## src/rtl/flagx_pkg.sv

```systemverilog
package flagx_pkg;
  localparam int FLAGS_W  = 32;
  localparam int NIB_W    = 4;
  localparam int POS_N    = 31;
  localparam int POS_Z    = 30;
  localparam int POS_C    = 29;
  localparam int POS_V    = 28;
  localparam int POS_AUX  = 27;
  localparam int POS_PAR  = 26;

  // carry out of a 4-bit slice: a + b + cin
  function automatic logic f_nib_carry(input logic [NIB_W-1:0] a,
                                       input logic [NIB_W-1:0] b,
                                       input logic cin);
    logic [NIB_W:0] s;
    s = {1'b0, a} + {1'b0, b} + {{NIB_W{1'b0}}, cin};
    return s[NIB_W];
  endfunction

  // signed overflow from the signs seen by the adder (b already inverted for subtract)
  function automatic logic f_ovf(input logic sa, input logic sb, input logic sr);
    return (sa == sb) && (sr != sa);
  endfunction
endpackage

```

## src/rtl/flagx_adder.sv

```systemverilog
module flagx_adder #(
  parameter int DATA_W   = 64,
  parameter int NARROW_W = 32
) (
  input  logic [DATA_W-1:0] a_i,
  input  logic [DATA_W-1:0] b_i,
  input  logic              sub_i,
  input  logic              wide_i,
  output logic [DATA_W-1:0] res_o,
  output logic              cout_o,
  output logic              nib_cout_o,
  output logic              sa_o,
  output logic              sb_o,
  output logic              sr_o
);
  import flagx_pkg::*;
  localparam int PAD_W = DATA_W - NARROW_W;

  logic [DATA_W-1:0]   b_eff;
  logic [DATA_W:0]     sum_w;
  logic [NARROW_W:0]   sum_n;

  always_comb begin
    b_eff = sub_i ? ~b_i : b_i;
    sum_w = {1'b0, a_i} + {1'b0, b_eff} + {{DATA_W{1'b0}}, sub_i};
    sum_n = {1'b0, a_i[NARROW_W-1:0]} + {1'b0, b_eff[NARROW_W-1:0]}
          + {{NARROW_W{1'b0}}, sub_i};
    if (wide_i) begin
      res_o  = sum_w[DATA_W-1:0];
      cout_o = sum_w[DATA_W];
      sa_o   = a_i[DATA_W-1];
      sb_o   = b_eff[DATA_W-1];
      sr_o   = sum_w[DATA_W-1];
    end else begin
      res_o  = {{PAD_W{1'b0}}, sum_n[NARROW_W-1:0]};
      cout_o = sum_n[NARROW_W];
      sa_o   = a_i[NARROW_W-1];
      sb_o   = b_eff[NARROW_W-1];
      sr_o   = sum_n[NARROW_W-1];
    end
    nib_cout_o = f_nib_carry(a_i[NIB_W-1:0], b_eff[NIB_W-1:0], sub_i);
  end
endmodule

```

## src/rtl/flagx_parity.sv

```systemverilog
module flagx_parity #(
  parameter int PAR_BITS = 8
) (
  input  logic [PAR_BITS-1:0] bits_i,
  output logic                even_o
);
  localparam int NODES = 2 * PAR_BITS - 1;
  logic [NODES-1:0] node;

  // heap-ordered tree: leaves occupy the upper half, inner node i = children 2i+1, 2i+2
  genvar g;
  generate
    for (g = 0; g < PAR_BITS; g++) begin : g_leaf
      assign node[PAR_BITS-1+g] = bits_i[g];
    end
    for (g = 0; g < PAR_BITS-1; g++) begin : g_inner
      assign node[g] = node[2*g+1] ^ node[2*g+2];
    end
  endgenerate

  assign even_o = ~node[0];
endmodule

```

## src/rtl/flagx_pack.sv

```systemverilog
module flagx_pack #(
  parameter int DATA_W = 64
) (
  input  logic [DATA_W-1:0]           res_i,
  input  logic                        cout_i,
  input  logic                        nib_cout_i,
  input  logic                        sa_i,
  input  logic                        sb_i,
  input  logic                        sr_i,
  input  logic                        sub_i,
  input  logic                        par_even_i,
  input  logic                        ext_i,
  output logic [flagx_pkg::FLAGS_W-1:0] flags_o
);
  import flagx_pkg::*;
  always_comb begin
    flags_o          = '0;
    flags_o[POS_N]   = sr_i;
    flags_o[POS_Z]   = ~|res_i;
    flags_o[POS_C]   = cout_i;
    flags_o[POS_V]   = f_ovf(sa_i, sb_i, sr_i);
    flags_o[POS_AUX] = ext_i & (sub_i ? ~nib_cout_i : nib_cout_i);
    flags_o[POS_PAR] = ext_i & par_even_i;
  end
endmodule

```

## src/rtl/flagx_unit.sv

```systemverilog
module flagx_unit #(
  parameter int DATA_W   = 64,
  parameter int NARROW_W = 32,
  parameter int PAR_BITS = 8
) (
  input  logic                 clk,
  input  logic                 rst_n,
  input  logic [DATA_W-1:0]    op_a,
  input  logic [DATA_W-1:0]    op_b,
  input  logic                 wide_sel,
  input  logic                 sub_op,
  input  logic                 set_flags,
  input  logic                 ext_en,
  output logic [flagx_pkg::FLAGS_W-1:0] flags_q
);
  import flagx_pkg::*;

  logic [DATA_W-1:0]  res_w;
  logic               cout_w, nib_cout_w, sa_w, sb_w, sr_w, par_even_w;
  logic [FLAGS_W-1:0] flags_d;

  flagx_adder #(.DATA_W(DATA_W), .NARROW_W(NARROW_W)) u_add (
    .a_i(op_a), .b_i(op_b), .sub_i(sub_op), .wide_i(wide_sel),
    .res_o(res_w), .cout_o(cout_w), .nib_cout_o(nib_cout_w),
    .sa_o(sa_w), .sb_o(sb_w), .sr_o(sr_w));

  flagx_parity #(.PAR_BITS(PAR_BITS)) u_par (
    .bits_i(res_w[PAR_BITS-1:0]), .even_o(par_even_w));

  flagx_pack #(.DATA_W(DATA_W)) u_pack (
    .res_i(res_w), .cout_i(cout_w), .nib_cout_i(nib_cout_w),
    .sa_i(sa_w), .sb_i(sb_w), .sr_i(sr_w), .sub_i(sub_op),
    .par_even_i(par_even_w), .ext_i(ext_en), .flags_o(flags_d));

  always_ff @(posedge clk) begin
    if (!rst_n)         flags_q <= '0;
    else if (set_flags) flags_q <= flags_d;
  end
endmodule

```

## config.mk

```make
export PLATFORM = sky130hd
export DESIGN_NAME = flagx_unit
export DESIGN_NICKNAME = d
export VERILOG_FILES = /design/src/rtl/flagx_pkg.sv /design/src/rtl/flagx_adder.sv /design/src/rtl/flagx_parity.sv /design/src/rtl/flagx_pack.sv /design/src/rtl/flagx_unit.sv
export SDC_FILE = /design/constraint.sdc
export NUM_CORES = 1
export LEC_CHECK = 0
export BUFFER_PORTS_ARGS = -buffer_cell sky130_fd_sc_hd__buf_2
export CAP_MARGIN = 20
export CELL_PAD_IN_SITES_DETAIL_PLACEMENT = 1
export CELL_PAD_IN_SITES_GLOBAL_PLACEMENT = 1
export CORE_MARGIN = 5
export CORE_UTILIZATION = 39
export CTS_CLUSTER_SIZE = 25
export DETAILED_ROUTE_END_ITERATION = 8
export GPL_TIMING_DRIVEN = 1
export PLACE_DENSITY = 0.89
export SLEW_MARGIN = 20
export SYNTH_ARGS = -nofsm -noshare
export SYNTH_HDL_FRONTEND = slang
export SYNTH_SLANG_ARGS = --single-unit
```

## constraint.sdc

```tcl
create_clock -name clk -period 5.6 [get_ports clk]
set_input_delay 0.28 -clock clk [delete_from_list [all_inputs] [get_ports clk]]
set_output_delay 0.28 -clock clk [all_outputs]
set_load 0.01 [all_outputs]
```

# --- Yosys cells after proc, flatten, opt, wreduce, memory -nomap -nowiden ---
# Index checks and enable logic that the tools add are counted.
totals:
  reg_bits: 6
  latch_bits: 0
  ramBits: 0
  mem_bits_ro: 0
  word_cells: 31
  mem_count: 0
op_classes:
  addsub: 6
  n_mul: 0
  div_mod_pow: 0
  n_lt_le_gt_ge: 0
  n_eq_ne: 2
  shift: 0
  n_mux: 7
  n_bitwise: 12
  reduce_logical: 3
ops:
  columns: ["operator", "n"]
  rows:
  - ["$mux 64", 2]
  - ["$add 64x64->65", 1]
  - ["$add 65x1->65", 1]
  - ["$not 64->64", 1]
  - ["$reduce_or 64->1", 1]
  - ["$add 32x32->33", 1]
  - ["$add 33x1->33", 1]
  - ["$xor 1x1->1", 7]
  - ["$add 4x4->5", 1]
  - ["$add 5x1->5", 1]
  - ["$mux 1", 5]
  - ["$and 1x1->1", 2]
  - ["$not 1->1", 2]
  - ["$eq 1x1->1", 1]
  - ["$logic_and 1x1->1", 1]
  - ["$logic_not 1->1", 1]
  - ["$ne 1x1->1", 1]

# --- Longest topological paths before layout ---
depth:
  depth_word: 10
  mapped_depth: 19
  ltp_nobuf: 17

# --- By module ---
# A second synthesis with hierarchy kept.
unflattened:
  cells_unflattened: 884
  area_unflattened_um2: 6662.6
by_module_without_submodules:
  columns: ["module", "instances", "cells_each", "area_each_um2", "seq_area_each_um2"]
  rows:
  - ["flagx_adder", 1, 717, 4962.3, 0.0]
  - ["flagx_unit", 1, 103, 1243.7, 640.6]
  - ["flagx_pack", 1, 57, 395.4, 0.0]
  - ["flagx_parity", 1, 7, 61.3, 0.0]

# --- Least setup slack after synthesis ---
# No wires, ideal clock.
synth_timing:
  path_kind: "in2reg"
  start: "in sub_op"
  end: "reg flags_q[30] (netlist bit)"
  arrival_time_ns: 4.073
  path_slack_ns: 1.469
  stages: 18
  path_buffers: 2
  cell_sequence: "clkbuf_1 > clkbuf_1 > xor2_1 > ha_1 > a21oi_1 > o211ai_2 > a31oi_1 > xor2_1 > ha_1 > nand4_1 > nor3_1 > o221ai_1 > nor4_1 > nand4_1 > nor4_1 > nand4_2 > nor4_2 > a21o_1"
synth_between:
  elab_chain_cells: 6
  elab_cells_between_ends: 8
synth_lines:
  columns: ["item", "line", "source"]
  rows:
  - ["from (decl)", "flagx_unit.sv:11", "input logic sub_op,"]
  - ["$mux 64", "flagx_adder.sv:24", "b_eff = sub_i ? ~b_i : b_i;"]
  - ["$add 64x64->65 or $add 32x32->33 (tied branches)", "flagx_adder.sv:25, flagx_adder.sv:26", null]
  - ["$add 65x1->65 or $add 33x1->33 (tied branches)", "flagx_adder.sv:25, flagx_adder.sv:27", null]
  - ["$mux 64 (*)", "flagx_adder.sv:28", "if (wide_i) begin"]
  - ["$reduce_or 64->1 (*)", "flagx_pack.sv:19", "flags_o[POS_Z] = ~|res_i;"]
  - ["$logic_not 1->1 (*)", "flagx_pack.sv:19", null]
  - ["to (signal assigned)", "flagx_unit.sv:37", "else if (set_flags) flags_q <= flags_d;"]
  - ["to (decl)", "flagx_unit.sv:14", "output logic [flagx_pkg::FLAGS_W-1:0] flags_q"]
# Mark *: on every way between the ends. The rest lies on a longest branch, timed or not.
# A chain may end at the register's enable or synchronous reset.

# --- Worst setup path after layout ---
# Ends and elaborated chain as after synthesis.

==> reports/summary.txt <==
Post-synth ARST share: 0%
Critical Path AT: 4.45 ns
Commonest non-fill, non-tap cell in the layout: buf_2
Grt ovf: 0
Number of CTS-inserted buffers: 3
Critical Path Start Type: input port
Sequential share of the synthesized area: 1.99%
Setup crit end kind: flop
Top reg by flops: flags_q
Hold Crit Class: in2reg
Worst hold slack: 0.358 ns
Antenna viol nets, final: 0
Register clock-pin slew on the reported worst setup and hold paths: 0.04 ns
Largest registers: flags_q: 6 flops
Area grow syn2layout: 11.2%
Most frequent cells in the layout: 138 x buf_2, 87 x nand2_1, 84 x a21oi_1
1st-pass router iterations: 6
Final nets: 1,173
Antenna Cells: 0
Fin. max-slew vios: 0
Unrepaired setup endpoints after global routing: false
Post-synth EDFFs: 0
R2R cell count: 3
Initial Utilization: 39.8%
Post-synth top area share: 15.3%
Status: finished, final reports clean
Req. time, crit path: 5.77 ns
Post-DP HPWL: 19,400 um
Synth Register Bits: 6
Post-cts resize count: 0
Port Buffers: 139
Worst-margin pin slew: 0.784 ns
Fmax: 234 MHz
Area of the mapped netlist: 0.00604 sq mm
Crit path max fanout: 27
Layout cell share with drive strength beyond 1: 19.2%
Drt drc: 0
Vias in the first global route: 7,241
Ranking of synthesized cells by area: ha_1 15%, xor2_1 11%, a21oi_1 7.0%, nand2_1 5.4%, nand4_1 4.6%
Drt wl/cell: 19.8 um
Worst VDD drop: 0.0820 mV
P per Cell Area: 194 mW/mm^2
Dominant cell type by area after synthesis: ha_1
Top_reg_cell synth: dfxtp_1
Routed WL: 22,700 um
Pin count of the biggest net entering global routing: 28
DIE AREA: 0.0181 sq mm
Global-route wire length before repair: 35,900 um
Die Wd: 134 um
Final setup fails: 0
Vias/cell: 6.22
CTS H-Tree Depth: 1
Initial drt markers: 518
Initial antenna violation count: 0
Setup WS post-layout: 1.32 ns
Relative slew margins: 47.2%
Post-route setup TNS: 0 ns
CTS tree: built
Largest register FFs: 6
Clock Latency Late Sink: 0.23 ns
Period Utilization, post-route: 76.4%
Pleak: 2.92 nW
Pre-CTS WS: 1.19 ns
# IOs: 166
Yosys Warn Count: 0
CTS root buffer: clkbuf_16
Crit Path Class: in2reg
Final Hold Viols: 0
Routability cong.: 1.01
CTS max path bufs: 2
Max Clock Skew: 0 ns
Core ar.: 0.0152 sq mm
Die Y-Extent: 134 um
Syn Area/Cell: 6.96 sq um
Max-capacitance violation count: 0
Worst Hold Depth: 2
GR Util All Layers: 23.6%
Final Power: 1.30 mW
Yosys cell types: 92
CTS Sinks: 6
Final Cell Area: 0.00672 sq mm
Placed Area: 0.00665 sq mm
Post-route minimum period: 4.28 ns
Total number of vias: 7,150
# Post-CTS Setup Buffers: 0
Number of core rows: 45
Cts hold-fix bufs: 0
Synthesized instance count: 868
cells by family after synthesis:
family	Yosys count	share of synthesized area (%)
AOI/OAI and AO/OA	293	32.9
and+or+nand+nor	288	24.3
xor gates and xnor gates	103	14.9
buffers and inverters	91	8.30
adders and majority gates	75	15.6
muxes	11	1.90
DFF	6	1.99
other	1	0.0620
stage by stage:
stage          util [%]  cells
6_report           44.2   1150
5_1_grt            44.2   1150
4_1_cts            44.2   1150
3_5_place_dp       43.7   1147
3_3_place_gp       43.7   1147
2_1_floorplan         -    893
final cells by class:
| type | count | area, sq um |
|---|---|---|
| Clock buffer | 3 | 75.1 |
| Fill cell | 2060 | 8480 |
| Inverter | 16 | 60.1 |
| Multi-Input combinational cell | 796 | 5520 |
| Sequential cell | 6 | 120 |
| Tap cell | 188 | 235 |
| Timing Repair Buffer | 141 | 713 |
synth_stat cells, types with 5 or more instances:
cell,n
nand2_1,87
a21oi_1,84
xor2_1,79
ha_1,74
nor2_1,58
o21ai_0,46
nand4_1,44
buf_4,29
clkbuf_1,28
xnor2_1,24
nand3_1,20
o21a_1,20
a21o_1,18
inv_1,16
nor3_1,14
o21ai_1,14
nor4_1,13
a31oi_1,10
buf_2,9
nand2b_1,9
a211oi_1,8
o21bai_1,8
mux2i_1,7
a21oi_2,6
dfxtp_1,6
o221ai_1,6
o211a_1,5
o31ai_1,5
per-layer routing:
layer | GRT usage [%] | share of wire (%) | wire [um]
met5 | 0 | 0 | 0
met4 | 8.94 | 3.6 | 825
met3 | 2.16 | 5.5 | 1240
met2 | 43.7 | 50 | 11300
met1 | 28.3 | 41 | 9360
worst paths after layout:
check | start | end | slack, ns
max | sub_op | flags_q[30]$_SDFFE_PN0P_ | 1.32
min | rst_n | flags_q[29]$_SDFFE_PN0P_ | 0.36
max reg2reg | flags_q[30]$_SDFFE_PN0P_ | flags_q[30]$_SDFFE_PN0P_ | 4.79
min reg2reg | flags_q[28]$_SDFFE_PN0P_ | flags_q[28]$_SDFFE_PN0P_ | 0.47
power breakdown:
part | switching, mW | leakage (nW) | total (mW) | internal [mW]
logic | 0.710 | 2.83 | 1.13 | 0.423
clock network | 0.0281 | 0.0370 | 0.120 | 0.0920
registers | 0.00266 | 0.0492 | 0.0511 | 0.0484
worst max-delay path: stages:
cell	delay (ns)
buf_4	0.26
buf_4	0.43
xor2_1	0.13
ha_1	0.47
nand2_1	0.15
nor3_1	0.42
a41oi_1	0.24
a21oi_1	0.45
a31oi_1	0.15
nor4b_1	0.32
nand4b_1	0.21
nor4_1	0.36
nand4_1	0.16
nor4_2	0.27
a21o_1	0.14
(Power assumes the default switching activity.)
